==> config.mk <==
export PLATFORM = sky130hd
export DESIGN_NAME = bitop_exec
export DESIGN_NICKNAME = d
export VERILOG_FILES = /design/src/rtl/bitop_pkg.sv /design/src/rtl/bitop_shift.sv /design/src/rtl/bitop_bitops.sv /design/src/rtl/bitop_seq.sv /design/src/rtl/bitop_exec.sv
export SDC_FILE = /design/constraint.sdc
export NUM_CORES = 1
export LEC_CHECK = 0
export ABC_AREA = 0
export BUFFER_PORTS_ARGS = -buffer_cell sky130_fd_sc_hd__buf_2
export CORE_MARGIN = 2
export CORE_UTILIZATION = 50
export CTS_BUF_LIST = sky130_fd_sc_hd__clkbuf_8
export DETAILED_ROUTE_END_ITERATION = 12
export HOLD_SLACK_MARGIN = 0.1
export PLACE_DENSITY = 0.83
export SLEW_MARGIN = 10
export SYNTH_ARGS = -nofsm -noshare
export SYNTH_HDL_FRONTEND = slang
export SYNTH_HIERARCHICAL = 1
export SYNTH_SLANG_ARGS = --single-unit
==> constraint.sdc <==
create_clock -name clk -period 7.11 [get_ports clk]
set_input_delay 1.422 -clock clk [delete_from_list [all_inputs] [get_ports clk]]
set_output_delay 1.422 -clock clk [all_outputs]
set_load 0.1 [all_outputs]
==> src/rtl/bitop_pkg.sv <==
package bitop_pkg;
    localparam int DW      = 8;
    localparam int AW      = 16;
    localparam int IDX_W   = 3;
    localparam int CYC_W   = 3;
    localparam logic [IDX_W-1:0] MEM_IDX = 3'd6;

    typedef enum logic [1:0] {
        GRP_SHIFT = 2'b00,
        GRP_TEST  = 2'b01,
        GRP_CLR   = 2'b10,
        GRP_SET   = 2'b11
    } grp_e;

    typedef enum logic [2:0] {
        SH_RLC, SH_RRC, SH_RL, SH_RR, SH_SLA, SH_SRA, SH_SWAP, SH_SRL
    } shop_e;

    typedef enum logic [2:0] {
        S_IDLE, S_REG, S_MRD, S_MWR, S_FIN
    } seq_e;

    typedef struct packed {
        logic z;
        logic n;
        logic h;
        logic c;
    } flags_t;

    typedef struct packed {
        grp_e             grp;
        logic [IDX_W-1:0] sel;
        logic [IDX_W-1:0] src;
        logic             use_mem;
        logic             writes;
        logic [CYC_W-1:0] cycles;
    } dec_t;

    function automatic dec_t decode(input logic [DW-1:0] op);
        dec_t d;
        d.grp     = grp_e'(op[7:6]);
        d.sel     = op[5:3];
        d.src     = op[2:0];
        d.use_mem = (op[2:0] == MEM_IDX);
        d.writes  = (d.grp != GRP_TEST);
        if (!d.use_mem)     d.cycles = CYC_W'(2);
        else if (d.writes)  d.cycles = CYC_W'(4);
        else                d.cycles = CYC_W'(3);
        return d;
    endfunction
endpackage

==> src/rtl/bitop_shift.sv <==
module bitop_shift
    import bitop_pkg::*;
#(
    parameter int W = 8
) (
    input  logic [W-1:0] d,
    input  logic [2:0]   sel,
    input  logic         cin,
    output logic [W-1:0] res,
    output logic         cout
);
    localparam int HALF = W / 2;

    always_comb begin
        res  = d;
        cout = 1'b0;
        case (shop_e'(sel))
            SH_RLC:  begin res = {d[W-2:0], d[W-1]};        cout = d[W-1]; end
            SH_RRC:  begin res = {d[0], d[W-1:1]};          cout = d[0];   end
            SH_RL:   begin res = {d[W-2:0], cin};           cout = d[W-1]; end
            SH_RR:   begin res = {cin, d[W-1:1]};           cout = d[0];   end
            SH_SLA:  begin res = {d[W-2:0], 1'b0};          cout = d[W-1]; end
            SH_SRA:  begin res = {d[W-1], d[W-1:1]};        cout = d[0];   end
            SH_SWAP: begin res = {d[HALF-1:0], d[W-1:HALF]}; cout = 1'b0;  end
            SH_SRL:  begin res = {1'b0, d[W-1:1]};          cout = d[0];   end
            default: begin res = d;                         cout = 1'b0;   end
        endcase
    end
endmodule

==> src/rtl/bitop_bitops.sv <==
module bitop_bitops
    import bitop_pkg::*;
#(
    parameter int W  = 8,
    parameter int IW = $clog2(W)
) (
    input  logic [W-1:0]  d,
    input  grp_e          grp,
    input  logic [IW-1:0] idx,
    output logic [W-1:0]  res,
    output logic          bit_val
);
    logic [W-1:0] mask;

    always_comb begin
        mask      = '0;
        mask[idx] = 1'b1;
        bit_val   = d[idx];
        res       = (grp == GRP_CLR) ? (d & ~mask) : (d | mask);
    end
endmodule

==> src/rtl/bitop_seq.sv <==
module bitop_seq
    import bitop_pkg::*;
(
    input  logic clk,
    input  logic rst,
    input  logic start,
    input  logic start_mem,
    input  logic writes,
    input  logic mem_ack,
    output logic accept,
    output logic in_reg,
    output logic in_mrd,
    output logic in_mwr,
    output logic in_fin
);
    seq_e st, st_nx;

    always_comb begin
        st_nx = st;
        case (st)
            S_IDLE:  if (start) st_nx = start_mem ? S_MRD : S_REG;
            S_REG:   st_nx = S_FIN;
            S_MRD:   if (mem_ack) st_nx = writes ? S_MWR : S_FIN;
            S_MWR:   if (mem_ack) st_nx = S_FIN;
            S_FIN:   st_nx = S_IDLE;
            default: st_nx = S_IDLE;
        endcase
    end

    always_ff @(posedge clk) begin
        if (rst) st <= S_IDLE;
        else     st <= st_nx;
    end

    assign accept = (st == S_IDLE) && start;
    assign in_reg = (st == S_REG);
    assign in_mrd = (st == S_MRD);
    assign in_mwr = (st == S_MWR);
    assign in_fin = (st == S_FIN);
endmodule

==> src/rtl/bitop_exec.sv <==
module bitop_exec
    import bitop_pkg::*;
(
    input  logic             clk,
    input  logic             rst,
    input  logic             start,
    input  logic [DW-1:0]    opcode,
    input  logic [3:0]       flags_in,
    input  logic [AW-1:0]    ptr,
    output logic             busy,
    output logic             done,
    output logic [3:0]       flags_out,
    output logic [CYC_W-1:0] cycles,
    output logic [IDX_W-1:0] rf_raddr,
    input  logic [DW-1:0]    rf_rdata,
    output logic             rf_we,
    output logic [IDX_W-1:0] rf_waddr,
    output logic [DW-1:0]    rf_wdata,
    output logic             mem_req,
    output logic             mem_we,
    output logic [AW-1:0]    mem_addr,
    output logic [DW-1:0]    mem_wdata,
    input  logic             mem_ack,
    input  logic [DW-1:0]    mem_rdata
);
    logic [DW-1:0] op_q;
    flags_t        flg_q;
    logic [AW-1:0] addr_q;
    logic [DW-1:0] res_q;
    logic          idle_q;
    dec_t          dec;
    logic          accept, in_reg, in_mrd, in_mwr, in_fin;
    logic [DW-1:0] operand, sh_res, bo_res, res;
    logic          sh_c, bit_val, capture;
    flags_t        flg_nx;

    assign dec = decode(op_q);

    bitop_seq u_seq (
        .clk       (clk),
        .rst       (rst),
        .start     (start),
        .start_mem (opcode[IDX_W-1:0] == MEM_IDX),
        .writes    (dec.writes),
        .mem_ack   (mem_ack),
        .accept    (accept),
        .in_reg    (in_reg),
        .in_mrd    (in_mrd),
        .in_mwr    (in_mwr),
        .in_fin    (in_fin)
    );

    assign operand = dec.use_mem ? mem_rdata : rf_rdata;

    bitop_shift #(.W(DW)) u_shift (
        .d    (operand),
        .sel  (dec.sel),
        .cin  (flg_q.c),
        .res  (sh_res),
        .cout (sh_c)
    );

    bitop_bitops #(.W(DW)) u_bitops (
        .d       (operand),
        .grp     (dec.grp),
        .idx     (dec.sel),
        .res     (bo_res),
        .bit_val (bit_val)
    );

    always_comb begin
        flg_nx = flg_q;
        res    = operand;
        case (dec.grp)
            GRP_SHIFT: begin
                res      = sh_res;
                flg_nx.z = (sh_res == '0);
                flg_nx.n = 1'b0;
                flg_nx.h = 1'b0;
                flg_nx.c = sh_c;
            end
            GRP_TEST: begin
                res      = operand;
                flg_nx.z = ~bit_val;
                flg_nx.n = 1'b0;
                flg_nx.h = 1'b1;
            end
            default: res = bo_res;
        endcase
    end

    assign capture = in_reg || (in_mrd && mem_ack);

    always_ff @(posedge clk) begin
        if (rst) begin
            op_q   <= '0;
            flg_q  <= '0;
            addr_q <= '0;
            res_q  <= '0;
            idle_q <= 1'b1;
        end else begin
            if (accept) begin
                op_q   <= opcode;
                flg_q  <= flags_t'(flags_in);
                addr_q <= ptr;
                idle_q <= 1'b0;
            end else if (in_fin) begin
                idle_q <= 1'b1;
            end
            if (capture) begin
                flg_q <= flg_nx;
                res_q <= res;
            end
        end
    end

    assign busy      = ~idle_q;
    assign done      = in_fin;
    assign flags_out = flg_q;
    assign cycles    = dec.cycles;
    assign rf_raddr  = dec.src;
    assign rf_waddr  = dec.src;
    assign rf_we     = in_reg && dec.writes;
    assign rf_wdata  = res;
    assign mem_req   = in_mrd || in_mwr;
    assign mem_we    = in_mwr;
    assign mem_addr  = addr_q;
    assign mem_wdata = res_q;
endmodule

==> results of run 1 <==
## cells by family (layout without fill, tap and decap cells)
kind of cell | after synthesis | count (layout) | synth area share [%]
AO/OA/AOI/OAI | 53 | 53 | 17.2
AND/OR/NAND/NOR | 77 | 77 | 15.6
multiplexers | 55 | 55 | 25.5
buffers and inverters | 35 | 116 | 8.18
flip-flops | 40 | 40 | 33.6
## final timing paths
check | from | to | slack (ns)
worst max-delay path | mem_rdata[7] | rf_wdata[0] | 2.75
worst min-delay path | flags_out[1] | flags_out[1] | 0.46
worst max register to register | op_q[0] | flags_out[3] | 4.29
worst min register to register | flags_out[1] | flags_out[1] | 0.46
## per-stage QoR
stage               power (mW)  instance area, µm²  hold WS (ns)  instances
global placement         0.599                2790         0.451        387
floorplan                0.551                2380         0.470        260
CTS                      0.755                2880         0.468        395
finish                   0.747                2880         0.465        395
global route             0.779                2880         0.496        395
detailed placement       0.603                2790         0.456        387
## area by class of cell
class,count,area (µm²),area share [%]
Clock buffer,6,82.6,2.86
Clock inverter,2,7.51,0.260
Inverter,10,37.5,1.30
Multi-Input combinational cell,185,1400,48.4
Sequential cell,40,801,27.8
Tap cell,54,67.6,2.34
Timing Repair Buffer,98,493,17.1
## registers in the layout (all words and copies together) (netlist names)
name       flops
flags_out      4
idle_q         1
mem_addr      16
mem_wdata      8
op_q           8
u_seq/st       3
## synthesized netlist by cell type (2+ instances only)
| master | count |
|---|---|
| buf_6 | 2 |
| buf_4 | 11 |
| a22o_1 | 8 |
| a32oi_1 | 2 |
| or2_2 | 2 |
| nand3_1 | 2 |
| o21ba_1 | 8 |
| nand2_1 | 14 |
| nand3b_1 | 5 |
| a21oi_1 | 5 |
| nand2b_1 | 3 |
| mux2_2 | 8 |
| nor3b_1 | 3 |
| clkbuf_1 | 5 |
| mux2_4 | 9 |
| mux2_1 | 2 |
| buf_2 | 6 |
| a2111oi_2 | 3 |
| dfxtp_1 | 40 |
| a2111oi_0 | 3 |
| o22ai_1 | 9 |
| nor4_1 | 2 |
| inv_1 | 9 |
| a31oi_1 | 2 |
| nor2_1 | 38 |
| o21ai_0 | 9 |
| mux2i_1 | 36 |
## worst max-delay path: stages
cell and delay [ns]:
buf_2 0.10, mux2_4 0.31, mux2i_1 0.15, o21ai_0 0.09
mux2_2 0.29, o22ai_1 0.09, o21ba_1 0.18, buf_2 0.29
## routing by layer
metal  share of wire (%)  vias to the layer above  wire [µm]
met1                  43                      993       2470
met2                  48                       83       2710
met4                 2.0                        0        112
met5                   0                        -          0
met3                 6.9                       13        395
li1                    -                     1076          -
## power breakdown
part           switching [mW]  internal, mW
clock                  0.0724        0.0762
sequential             0.0187         0.242
combinational           0.259        0.0783
==> run metrics, run 1 <==
status=finished, final reports clean; synthesis-stage register bit count=40; Die Span Y=~73 µm; FMAX=229 MHz; met2 usage=about a third; number of synthesized flops with an enable pin=0; Slew Limit Headroom=between 30% and 40%; critical path fanouts, max=8; GPL Wtd Cong=approximately 0.87; Ant. Diodes=0; max cap viols=0; Total Routed Length=~5.7 mm; setup ws final=~2.7 ns; dpl hpwl=~4.2 mm; final setup vio count=0; met1 Usage GRT=between 20% and 30%; Post CTS Setup Buffer Count=0; TritonCTS Buffers=5; Req. time, crit path=around 5.7 ns; Starting Density=between 50% and 60%; row cnt=25; die footprint=5340 µm²; largest net degree at the start of global routing=35; WHS Path Cells=2; RSZ-0062 raised after global routing=false; grt ovf=0; dpl ws=2.75 ns; initial antenna violation count=0; Top Ports=between 90 and 100; Clock Latency Late Sink=approximately 0.28 ns; pwr dens=259 nW/µm²; Clock Path Buffers=2; Setup TNS=0 ns; cts hold-fix bufs=0; share of layout cells above drive strength 1=38.4%; WL per Instance=~14 µm; Worst Max-Slew Pin Slew=0.926 ns; post_cts resized=0; crit end category=output port; drt drc=0; Die Wd=73.1 µm; startpoint types=input pin; most frequent cells in the layout=97 x buf_2, 40 x dfxtp_1, 38 x nor2_1; Synth async-reset ratio=0%; area grow syn2layout=20.9%; Worst-path clk slew=approximately 0.070 ns; worst vdd ir=~200 µV; Avg Inst Size Synth=slightly above 9 µm²; vias in the first global route=between 1500 and 2000; M3 GR Usage=~5%; layout filler cell count=~410; Main synth FF type=dfxtp_1; leakage=between 1 and 1.5 nW; Slew Limit Fails=0; first-pass GRT wire length=~8.9 mm; crit path time final=4.36 ns; Netlist cell types=41; clock net sink count=40; commonest non-fill, non-tap cell in the layout=buf_2; Global Route Usage Sum=about a fifth; synthesized cell area=2380 µm²; Worst EP arrival=around 2.9 ns; post-synth top area cell=dfxtp_1; Final ANT Viol Nets=0; fin crit share=~61%; root buf cell=clkbuf_8; Top Usage Layer GRT=met2; top cell type's share of synthesized area=around a third; worst r2r path cells=9; Final Hold Viols=0; Seq/Total Area, Yosys=about a third; DRT Pass-1 Iters=4; post-layout util=61.9%; number of I/O port buffers=97; depth of the CTS H-tree=2; TritonCTS clock tree=yes; clock skew=0.00180 ns; Synth area leaders=dfxtp_1 34%, mux2i_1 15%, nor2_1 6.0%; synth warn=6; DR vias=between 2000 and 2500; Min-Delay Path Class=flop to flop; Cells after Synth=260; post-synth net total=308; DR vias/cell=5.48; Setup CP Type=input pin to output port; DRT iter0 DRCs=110; NumNets Final=a little under 400; core box area=about 4700 µm²
Note: power is estimated with default switching activity, not from simulation.
==> inputs of run 2 (changes only) <==
- CORE_UTILIZATION: 50 -> 45
- PLACE_DENSITY: 0.83 -> 0.78
- clock period: 7.11 -> 3.6 ns (I/O delays scaled with it)
==> run 2 against run 1 <==
  * Via count rose by 3.0%
  * First-iteration DRC count increased by 69%
  * Final cell count grew 5.1%
  * Non-clock buffer count rose by 4
  * Clock power rose to 2.7 times the previous value
  * Critical path depth is 2 lower
  * Sequential share of layout area decreased by 0.85 points
  * Die area up 10%
  * Setup slack worse by 2.4 ns
  * Flip-flop and latch count unchanged
  * Clock skew up 0.0023 ns
  * Worst hold slack lost 0.0010 ns
==> run metrics, run 2 (same netlist as run 1, synthesis figures left out) <==
Worst EP arrival=2.50 ns (-0.44 ns); TritonCTS Buffers=5 (unchanged); depth of the CTS H-tree=2 (unchanged); leakage=1.48 nW (+2.0%); TritonCTS clock tree=yes; Final Hold Viols=0 (unchanged); DRT iter0 DRCs=186 (+69%); max reg flops=16 (unchanged); DR vias/cell=5.37 (-2.0%); DRT Pass-1 Iters=4 (unchanged); Worst Max-Slew Pin Slew=0.988 ns (+0.0619 ns); NumNets Final=392 (+1.0%); Top Ports=98 (unchanged); share of layout cells above drive strength 1=40.0% (+1.6 points); Ant. Diodes=0 (unchanged); GPL Wtd Cong=0.902 (+3.8%); dpl ws=0.480 ns (-2.27 ns); clock skew=0.00410 ns (+0.00230 ns); Min-Delay Path Class=flop to flop; Starting Density=46.7% (-4.5 points); core box area=5110 µm² (+9.6%); RSZ-0062 raised after global routing=false; Setup TNS=0 ns (unchanged); Total Routed Length=6.06 mm (+6.6%); Inst Count DP=405 (+4.7%); clock net sink count=40 (unchanged); first-pass GRT wire length=9.68 mm (+8.3%); Setup CP Type=flop to output port; grt ovf=0 (unchanged); Die Wd=76.8 µm (+5.1%); most frequent cells in the layout=97 x buf_2, 40 x dfxtp_1, 38 x nor2_1; worst vdd ir=310 µV (+57%); Finished Layout Cells=415 (+5.1%); fin crit share=89.3%; startpoint types=flop; DR vias=2229 (+3.0%); area grow syn2layout=24.8%; final setup vio count=0 (unchanged); root buf cell=clkbuf_8; Req. time, crit path=2.88 ns (-2.81 ns); die footprint=5900 µm² (+10%); commonest non-fill, non-tap cell in the layout=buf_2; Die Span Y=76.8 µm (+5.1%); crit end category=output port; largest net degree at the start of global routing=35 (unchanged); dpl hpwl=4.37 mm (+4.3%); critical path fanouts, max=16 (+8); pwr dens=534 nW/µm² (+110%); WL per Instance=14.6 µm (+1.5%); status=finished, final reports clean; number of I/O port buffers=97 (unchanged); Clock Latency Late Sink=0.29 ns (about the same); Slew Limit Fails=0 (unchanged); initial antenna violation count=0 (unchanged); drt drc=0 (unchanged); FMAX=311 MHz; vias in the first global route=2091 (+6.6%); Clock Path Buffers=2 (unchanged); crit path time final=around 3.2 ns; Final ANT Viol Nets=0 (unchanged); setup ws final=0.384 ns (-2.36 ns); row cnt=26 (+4.0%); Global Route Usage Sum=19.9% (-1.4 points); Worst-path clk slew=0.08 ns (about the same); max cap viols=0 (unchanged); Slew Limit Headroom=34.0% (-4.1 points)
-- run 2: layer usage --
layer / track usage, % / share of wire (%) / vias to the layer above
li1: - / - / 1088
met1: 25.3 / 43 / 1035
met2: 32.8 / 48 / 101
met3: 5.29 / 7.3 / 5
met4: 6.36 / 0.84 / 0
met5: 0 / 0 / -
-- run 2: cell type report --
cell class	instances	area [µm²]
Tap cell	70	87.6
Inverter	10	37.5
Sequential cell	40	801
Timing Repair Buffer	102	523
Clock buffer	7	96.3
Multi-Input combinational cell	185	1400
Clock inverter	1	30.0
Fill cell	457	2130
-- run 2: stage by stage --
step	utilization (%)	hold WS, ns	power [mW]	instance area, µm²
3_3_place_gp	55.5	0.448	1.19	2830
6_report	58.3	0.464	1.59	2980
2_1_floorplan	-	0.470	1.09	2390
3_5_place_dp	55.5	0.451	1.20	2830
5_1_grt	58.3	0.493	1.65	2980
4_1_cts	58.0	0.463	1.60	2960
-- run 2: critical path: stages, from the launching register on --
cell	delay, ns
dfxtp_1	0.73
nand2_4	0.20
mux2i_1	0.16
o21ai_0	0.29
o22ai_1	0.11
o21ba_1	0.26
buf_2	0.44
-- run 2: repair_timing --
| item | 4_1_cts | 5_1_grt |
|---|---|---|
| hold buffers | 0 | 0 |
| setup buffers | 0 | 2 |
| setup endpoints to repair | 0 | 1 |
| resized for setup | 0 | 0 |
| hold endpoints to repair | 0 | 0 |
-- run 2: path summary, 6_finish.rpt --
path | start | to | slack [ns] | depth (start not counted)
worst max-delay path | op_q[4] | rf_wdata[3] | 0.38 | 6
worst min-delay path | flags_out[1] | flags_out[1] | 0.46 | 2
worst max register to register | op_q[0] | flags_out[3] | 1.00 | 10
worst min register to register | flags_out[1] | flags_out[1] | 0.46 | 2
-- run 2: power by group --
part / internal (mW) / total, mW / switching [mW]
Combinational: 0.158 / 0.674 / 0.516
Clock: 0.245 / 0.399 / 0.154
Sequential: 0.478 / 0.517 / 0.0385
Total: 0.881 / 1.59 / 0.709
==> inputs of run 3 (changes only) <==
- CORE_UTILIZATION: 45 -> 46
- PLACE_DENSITY: 0.78 -> 0.79
- SYNTH_HIERARCHICAL: 1 -> default
==> run 3 against run 2 <==
  * Synthesized cell count increased by 32%
  * Die area increased by 5.2%
  * Global-route usage increased by 3.5 points
  * Highest routed layer unchanged
  * Critical endpoint is now rf_wdata[7]
  * Via count increased by 21%
  * Clock power about the same
  * Critical path depth unchanged
  * Routed wire length increased by 21%
  * Sequential share of layout area decreased by 1.5 points
==> run metrics, run 3 <==
share of layout cells above drive strength 1=31.3% (-8.7 points); number of synthesized flops with an enable pin=0 (unchanged); Main synth FF type=dfxtp_1; clock net sink count=40 (unchanged); clock skew=0.00452 ns (+0.000426 ns); max cap viols=0 (unchanged); met2 WL post-DR=3.55 mm (+21%); total power=1.67 mW (+4.9%); cts hold-fix bufs=0 (unchanged); Setup CP Type=flop to output port; die footprint=6210 µm² (+5.2%); Hold Path Sink=mem_addr[3]; number of I/O port buffers=97 (unchanged); TritonCTS clock tree=yes; sw power=0.802 mW (+13%); most frequent cells in the layout=97 x buf_2, 77 x nand2_1, 40 x dfxtp_1; Die Wd=78.8 µm (+2.6%); TritonCTS Buffers=5 (unchanged); Min-Delay Path Class=flop to flop; Worst EP arrival=2.65 ns (+0.15 ns); Total Routed Length=7.34 mm (+21%); core box area=5440 µm² (+6.5%); HP Start=mem_addr[3]; status=finished, final reports clean; initial antenna violation count=0 (unchanged); reg2reg end=flags_out[3]; depth of the CTS H-tree=2 (unchanged); register share of total power=31.4% (-1.1 points); synth warn=0 (-6); post_cts resized=0 (unchanged); Setup TNS=0 ns (unchanged); RSZ-0062 raised after global routing=false; worst r2r path cells=7 (-3); top cell type's share of synthesized area=31.1% (-2.4 points); Post CTS Setup Buffer Count=0 (unchanged); crit end category=output port; Seq/Total Area, Yosys=31.1% (-2.4 points); Clock power frac=23.7% (-1.4 points); Cells after Synth=343 (+32%); Req. time, crit path=2.88 ns (about the same); most frequent cell after synthesis=nand2_1; pwr dens=530 nW/µm² (-0.86%); synthesis-stage register bit count=40 (unchanged); RR Startpoint=op_q[5]; combinational power share=44.8% (+2.4 points); row cnt=27 (+3.8%); first-pass GRT wire length=11.7 mm (+21%); NumNets Final=462 (+18%); FMAX=296 MHz (-4.7%); dpl hpwl=5.26 mm (+20%); Netlist cell types=54 (+32%); Top Ports=98 (unchanged); worst vdd ir=381 µV (+23%); Synth area leaders=dfxtp_1 31%, nand2_1 11%, a21oi_1 7.0%; WL per Instance=15.1 µm (+3.2%); DRT iter0 DRCs=211 (+13%); WHS Path Cells=2 (unchanged); DR vias=2708 (+21%); DR vias/cell=5.56 (+3.5%); commonest non-fill, non-tap cell in the layout=buf_2; critical path fanouts, max=9 (-7); top cells by count, synth=77 x nand2_1, 40 x dfxtp_1, 36 x a21oi_1, 26 x nor2_1, 20 x clkbuf_1; synthesized cell area=2570 µm² (+7.9%); grt ovf=0 (unchanged); DRT Pass-1 Iters=5 (+1); startpoint types=flop; Slew Limit Fails=0 (unchanged); Avg Inst Size Synth=7.50 µm² (-18%); routed wire length on met3=524 µm (+18%); sw frac=48.1% (+3.5 points); fin crit share=93.7% (+4.4 points); Clock Latency Late Sink=0.30 ns (about the same); Worst-path clk slew=0.08 ns (about the same); DR top layer=met4; Ant. Diodes=0 (unchanged); Starting Density=47.3% (+0.60 points); Final Hold Viols=0 (unchanged); Worst Max-Slew Pin Slew=0.843 ns (-0.145 ns); P_int=0.866 mW (-1.7%); Global Route Usage Sum=23.4% (+3.5 points); max reg flops=16 (unchanged); post-synth net total=391 (+27%); Die Span Y=78.8 µm (+2.6%); largest net degree at the start of global routing=42 (+20%); crit path time final=3.37 ns (+0.158 ns); Slew Limit Headroom=43.7% (+9.7 points); area grow syn2layout=22.4%; Synth async-reset ratio=0% (unchanged); Final ANT Viol Nets=0 (unchanged); post-synth top area cell=dfxtp_1; root buf cell=clkbuf_8; R2R setup slack=0.59 ns (-0.41 ns); vias in the first global route=2478 (+19%); Clock Path Buffers=2 (unchanged); drt drc=0 (unchanged); final setup vio count=0 (unchanged); GPL Wtd Cong=0.895 (-0.81%); leakage=1.44 nW (-3.2%); met1 WL=3.17 mm (+21%)
run 3: changes by cell type in the layout (fill, tap and decap cells not counted), moves of 5 or more:
cell / before / now
a21oi_1: 5 / 36
a22o_1: 8 / 1
mux2_4: 9 / 0
mux2i_1: 36 / 10
nand2_1: 14 / 77
nand2b_1: 3 / 9
nor2_1: 38 / 26
nor2b_1: 1 / 6
nor3_1: 1 / 10
o21ba_1: 8 / 0
o22ai_1: 9 / 1
run 3: layout make-up:
cell class | count | area, µm²
multi-input cells | 259 | 1590
inverters | 6 | 22.5
flip-flops and latches | 40 | 801
repair buffers | 102 | 523
clock inverters | 2 | 38.8
well taps | 72 | 90.1
fillers | 524 | 2290
clock buffers | 6 | 82.6
run 3: how the worst max path moves through the flow:
stage,startpoint,end,slack [ns],cells after the start
after floorplan,u_seq.st[2],done,0.0001,2
after global placement,op_q[2],rf_wdata[7],0.61,6
after detailed placement,op_q[1],rf_wdata[7],0.56,6
after CTS,op_q[1],rf_wdata[7],0.24,6
after global routing,op_q[5],rf_wdata[2],0.09,6
final,op_q[1],rf_wdata[7],0.23,6
run 3: metrics by stage:
stage	setup WS, ns	area, µm²	utilization (%)	std cells	hold slack, ns
after CTS	0.235	3150	57.9	487	0.455
after detailed placement	0.560	3030	55.7	479	0.443
after global placement	0.607	3030	55.7	479	0.439
final	0.227	3150	57.9	487	0.452
after floorplan	0.000138	2600	-	343	0.478
after global routing	0.0911	3150	57.9	487	0.469
run 3: cells by family after synthesis:
kind of cell,after synthesis,synth area share [%]
simple gates,153,27.8
flops,40,31.1
buf+inv,44,8.37
mux,19,9.58
compound gates,87,23.1
run 3: power groups by stage:
stage | Clock (mW) | Sequential (mW) | Combinational [mW]
after floorplan | 0 | 0.713 | 0.441
after global placement | 0 | 0.532 | 0.739
after detailed placement | 0 | 0.534 | 0.745
after CTS | 0.401 | 0.524 | 0.747
after global routing | 0.418 | 0.531 | 0.783
final | 0.396 | 0.524 | 0.747
run 3: metal layers:
metal / GRT usage [%] / up-vias
met5: 0 / -
met1: 29.8 / 1246
met3: 5.57 / 10
met4: 5.26 / 0
met2: 40.1 / 109
li1: - / 1343
run 3: worst max-delay path, cell delays in order (launching register included):
cell and delay [ns]:
dfxtp_1 0.44, and3b_1 0.46, mux4_2 0.55, nand2b_1 0.10
o211ai_1 0.13, a221o_1 0.38, buf_2 0.30
